`config.mk`:
```
export PLATFORM = sky130hd
export DESIGN_NAME = stat_irq_bank
export DESIGN_NICKNAME = d
export VERILOG_FILES = /design/src/rtl/stat_irq_bank.sv
export SDC_FILE = /design/constraint.sdc
export NUM_CORES = 1
export LEC_CHECK = 0
export BUFFER_PORTS_ARGS = -buffer_cell sky130_fd_sc_hd__buf_2
export CAP_MARGIN = 20
export CORE_MARGIN = 4
export CORE_UTILIZATION = 53
export DETAILED_ROUTE_END_ITERATION = 10
export PLACE_DENSITY_LB_ADDON = 0.1
export SYNTH_ARGS = -nofsm -noshare
export SYNTH_HDL_FRONTEND = slang
export SYNTH_SLANG_ARGS = --single-unit
```
`constraint.sdc`:
```
create_clock -name clk -period 1.4 [get_ports clk]
set_input_delay 0.14 -clock clk [delete_from_list [all_inputs] [get_ports clk]]
set_output_delay 0.14 -clock clk [all_outputs]
set_load 0.005 [all_outputs]
```
`src/rtl/stat_irq_bank.sv`:
```
module stat_irq_bank #(
  parameter int NREG = 2,
  parameter int W = 8,
  parameter logic [NREG*W-1:0] LATCHED = 16'hC3F5
) (
  input  logic                          clk,
  input  logic                          rst_n,
  input  logic [NREG*W-1:0]             sig_i,
  input  logic                          host_wr,
  input  logic [$clog2(2*NREG)-1:0]     host_sel,
  input  logic [W-1:0]                  host_wdata,
  output logic [W-1:0]                  host_rdata,
  output logic                          irq_n
);
  localparam int N = NREG * W;

  logic [N-1:0] lat, en, clr, view;

  for (genvar r = 0; r < NREG; r++) begin : g_reg
    assign clr[r*W +: W] = (host_wr && int'(host_sel) == r)
                           ? (host_wdata & LATCHED[r*W +: W]) : '0;

    always_ff @(posedge clk) begin
      if (!rst_n)
        en[r*W +: W] <= '0;
      else if (host_wr && int'(host_sel) == NREG + r)
        en[r*W +: W] <= host_wdata;
    end
  end

  always_ff @(posedge clk) begin
    if (!rst_n) lat <= '0;
    else        lat <= (lat & ~clr) | (sig_i & LATCHED);
  end

  assign view = lat | (sig_i & ~LATCHED);

  always_comb begin
    host_rdata = '0;
    for (int r = 0; r < NREG; r++) begin
      if (int'(host_sel) == r)        host_rdata = view[r*W +: W];
      if (int'(host_sel) == NREG + r) host_rdata = en[r*W +: W];
    end
  end

  assign irq_n = ~|(lat & en);
endmodule


```
# Word level (Yosys, flattened, before mapping)
# Index checks and enable logic that the tools add are counted.
[classes] n_eq_ne=3 n_mux=6 bitwise_logic=5 reduce_logical=7
[op_table] operator="8-bit two-way mux" count=6
[op_table] operator="16-bit bitwise AND" count=2
[op_table] operator="16-bit inverter" count=1
[op_table] operator="16-bit by 14-bit OR with 16-bit output" count=1
[op_table] operator="16-bit OR" count=1
[op_table] operator="16-bit OR reduction" count=1
[op_table] operator="2-bit == test, second input constant" count=2
[op_table] operator="1-bit logical AND" count=4
[op_table] operator="2-bit by 1-bit == test with 1-bit output, second input constant" count=1
[op_table] operator="2-bit zero test" count=1
[op_table] operator="1-bit zero test" count=1
[word_totals] ff_bits=32 out_inout_bits=9 word_cells=24

# Logic depth before layout (Yosys ltp)
[logic_depth] ltp_word=6 ltp_mapped=4

# Worst setup path before layout
# No wires, ideal clock.
[synth_path] kind="register to output" start="register lat[14]" end="output port irq_n" t_arrival_ps=871 t_required_ps=1260 setup_slack_ps=389 stages_incl_launch_ff=4 path_cell_list="dfxtp_1 -> a22o_1 -> a221oi_1 -> and3_1"
[synth_between] elab_chain_len=3
[synth_rtl] item="from (decl)" line_no="17" text="logic [N-1:0] lat, en, clr, view;"
[synth_rtl] item="from (signal assigned)" line_no="33" text="else lat <= (lat & ~clr) | (sig_i & LATCHED);"
[synth_rtl] item="16-bit bitwise AND" line_no="46" text="assign irq_n = ~|(lat & en);"
[synth_rtl] item="16-bit OR reduction" line_no="46"
[synth_rtl] item="1-bit zero test" line_no="46"
[synth_rtl] item="to (decl)" line_no="13" text="output logic irq_n"
# No other way between the ends.

# Worst setup path after layout
[layout_path] start="register lat[14]" end="output port host_rdata[6]"
[layout_between] elab_chain_len=3
[layout_rtl] item="16-bit by 14-bit OR with 16-bit output" line_no="36" text="assign view = lat | (sig_i & ~LATCHED);"
[layout_rtl] item="8-bit two-way mux" line_no="41" text="if (int'(host_sel) == r) host_rdata = view[r*W +: W];"
[layout_rtl] item="8-bit two-way mux" line_no="42" text="if (int'(host_sel) == NREG + r) host_rdata = en[r*W +: W];"
[layout_rtl] item="to (decl)" line_no="12" text="output logic [W-1:0] host_rdata,"
# No other way between the ends.

==> reports/qor.csv <==
stage;metric;value;unit
status;status;complete, but fails checks;
status;failing checks;setup timing;
timing;Slew Viols, Final;0;
power;Switching Share;23.3;%
synth;register area share after synthesis;41.9;%
detailed_routing;post-route ant nets;0;
placement;dpl cells;175;
critical_path;worst reg-to-reg path cell count;3;
synth;Post-Syn Instances;111;
layout;n_diodes;0;
timing;setup violators final;9;
floorplanning;I/O pins;38;
layout;Filler cells;182;
floorplanning;area of the core;0.00223;mm^2
placement;post-detail-place hpwl;2100;um
floorplanning;Die ar.;0.00319;mm^2
critical_path;Data required, critical path;1.26;ns
placement;PortBufs;37;
job;Max-Cap Viols;0;
synth;Synth Area per Inst;11.2;um^2
detailed_routing;DR vias;993;
critical_path;Setup CP Type;flip-flop to output port;
clock_network;CTS Buf Count;3;
layout;share of cells above drive strength 1;46.1;%
clock_network;H-tree depth;1;
layout;fin area;0.00159;mm^2
grt;global route overflow;0;
synth;Synth top cells by count;dfxtp_1 (26), mux2i_1 (16), nor2b_1 (16);
synth;syn_nets;140;
placement;routability cong.;0.696;
detailed_routing;DRC Markers;0;
clock_network;clock tree buffer depth;2;
synth;ranking of synthesized cells by area;dfxtp_1 (42%), mux4_2 (14%), mux2i_1 (13%), nor2b_1 (8.0%), a31oi_1 (5.0%);
critical_path;register-to-register path setup slack;0.63;ns
synth;Synth top area share;41.9;%
timing;unrepaired setup endpoints after global routing;true;
timing;final hold violations;0;
power;PwrDens;995;mW/mm^2
grt;Global Route Usage Sum;19.4;%
power;sequential power share;51.3;%
timing;crit share post-route;108;%
power;sw power;0.000367;W
detailed_routing;WL/cell;15.9;um
critical_path;CP max FO;2;
placement;dpl cell area;0.00147;mm^2
synth;Post-synth EDFFs;0;
power;part of the power in combinational logic;15.7;%
timing;setup ws final;-0.117;ns
power;internal power;0.00121;W
synth;top_reg_cell synth;dfxtp_1;
worst_hold_path;Hold Path Class;primary input to flip-flop;
timing;slew at the pin closest to its max-slew limit;0.380;ns
grt;first-pass GRT wire length;4780;um
clock_network;worst skew pair latency;0.32;ns
critical_path;CP Launch Type;flip-flop;
synth;most area-hungry cell type in the Yosys netlist;dfxtp_1;
detailed_routing;First-pass DRT Iterations;4;
critical_path;Worst R2R End;lat[14];
timing;Post-Route Skew;0;ns
layout;Final Util;71.0;%
timing;Fmax;659;MHz
floorplanning;Starting Density;55.7;%
synth;top-count cell post-synth;dfxtp_1;
power;Max IR drop VDD;0.672;mV
detailed_routing;vias per cell;5.46;
clock_network;CTS tree;yes;
synth;synth warn;0;
synth;async set-or-reset flop fraction in the synthesized netlist;0;%
grt;vias in the first global route;1057;
floorplanning;Die W;56.4;um
layout;Post-Layout Cell Count;182;
detailed_routing;Starting DRT DRC Count;29;
grt;initial antenna violation count;0;
grt;largest net degree at the start of global routing;27;
worst_hold_path;Worst Hold End;lat[4];
layout;Layout area overhead;27.6;%
worst_hold_path;Hold Crit Depth;2;
clock_network;# clock sinks;26;
synth;FF+latch count, synth;26;
timing;Worst slew margin;74.6;%
worst_hold_path;Worst Min Path Start;host_wdata[4];
detailed_routing;WL final;2900;um
power;Static Leakage;0.769;nW
synth;Post-Syn Area;0.00124;mm^2
critical_path;CP Data Arrival Time;1.38;ns
clock_network;Reg clk slew, reported paths;0.15;ns
layout;# nets final;184;
clock_network;root buf cell;clkbuf_4;
power;clock share of power;33.0;%
timing;TNS Setup;-0.334;ns
floorplanning;placement row count;17;
critical_path;reg2reg start;lat[14];
timing;Period minus WS final;1.52;ns
critical_path;Critical Path Sink Type;output port;
floorplanning;Die Y;56.4;um
synth;Synth cell types;18;
==> power groups by stage <==
stage	logic, W	registers, W	clock network, W
finish	0.000248	0.000810	0.000521
CTS	0.000239	0.000809	0.000534
global placement	0.000226	0.000818	0
detailed placement	0.000233	0.000821	0
floorplan	0.000138	0.000811	0
global route	0.000272	0.000815	0.000563
==> worst max-delay path by stage <==
stage | from | endpoint | slack, ns | cells past startpoint
2_1_floorplan | lat[14] | irq_n | 0.39 | 3
3_3_place_gp | host_sel[0] | host_rdata[6] | 0.08 | 3
3_5_place_dp | host_sel[0] | host_rdata[1] | 0.07 | 3
4_1_cts | lat[6] | irq_n | -0.13 | 4
5_1_grt | lat[14] | irq_n | -0.20 | 4
6_report | lat[14] | host_rdata[6] | -0.12 | 3
==> cell type report <==
| type | count | area (um^2) | share of cell area, % |
|---|---|---|---|
| inverter | 10 | 37.5 | 2.37 |
| multi-input combinational | 70 | 661 | 41.6 |
| sequential | 26 | 536 | 33.8 |
| clock buffer | 3 | 22.5 | 1.42 |
| timing repair buffer | 44 | 265 | 16.7 |
| tap | 28 | 35.0 | 2.21 |
| clock inverter | 1 | 30.0 | 1.89 |
==> sequential cells by signal (all words and copies together), names as in the netlist <==
name / cells
en: 16
lat: 10
==> per-layer routing <==
| layer | GRT usage [%] | wire length, um | vias to the layer above |
|---|---|---|---|
| li1 | - | - | 496 |
| met3 | 3.22 | 138 | 4 |
| met2 | 34.8 | 1500 | 26 |
| met1 | 23.2 | 1220 | 467 |
| met5 | 0 | 0 | - |
| met4 | 6.10 | 34 | 0 |
==> timing repair <==
item,CTS,global route
setup endpoints to repair,9,9
gates resized for setup,9,7
setup buffers,0,1
pin swaps,1,0
hold endpoints to repair,1,1
hold buffers,1,1
==> cell usage in the layout, fill, tap and decap left out <==
| master | synthesis | routed |
|---|---|---|
| dfxtp_2 | 0 | 12 |
| nor2b_1 | 16 | 16 |
| and3b_2 | 1 | 1 |
| o21ai_0 | 10 | 10 |
| a221oi_2 | 0 | 2 |
| buf_12 | 0 | 1 |
| inv_1 | 10 | 10 |
| buf_2 | 0 | 36 |
| mux2i_1 | 16 | 16 |
| mux4_2 | 8 | 8 |
| nor3b_4 | 1 | 1 |
| nand3_2 | 1 | 1 |
| dfxtp_1 | 26 | 14 |
| buf_4 | 1 | 3 |
| bufinv_16 | 0 | 1 |
| a22o_1 | 2 | 2 |
| a31oi_1 | 10 | 10 |
| buf_6 | 2 | 2 |
| and3_1 | 1 | 1 |
| dlygate4sd3_1 | 0 | 2 |
| a22oi_1 | 1 | 1 |
| nand3b_1 | 1 | 1 |
| clkbuf_4 | 0 | 3 |
==> per-stage QoR <==
step | setup slack (ns) | hold WS (ns) | total power, W
floorplan | 0.389 | 0.240 | 0.000949
detailed placement | 0.0735 | 0.361 | 0.00105
global route | -0.200 | 0.00603 | 0.00165
finish | -0.117 | 0.00614 | 0.00158
global placement | 0.0790 | 0.355 | 0.00104
CTS | -0.130 | 0.00429 | 0.00158
==> critical path, cell delays in order, from the launching register on <==
cell and delay [ns]:
dfxtp_2 0.36, buf_6 0.11, mux4_2 0.45, buf_2 0.14
==> cell families (layout without fill, tap and decap cells) <==
logic type / Yosys count / count (layout) / synth area share, %
muxes: 24 / 24 / 27.4
buffers and inverters: 15 / 58 / 6.04
and+or+nand+nor: 21 / 21 / 12.3
DFF: 26 / 26 / 41.9
AOI/OAI and AO/OA: 25 / 25 / 12.5
Note: power is estimated with default switching activity, not from simulation.
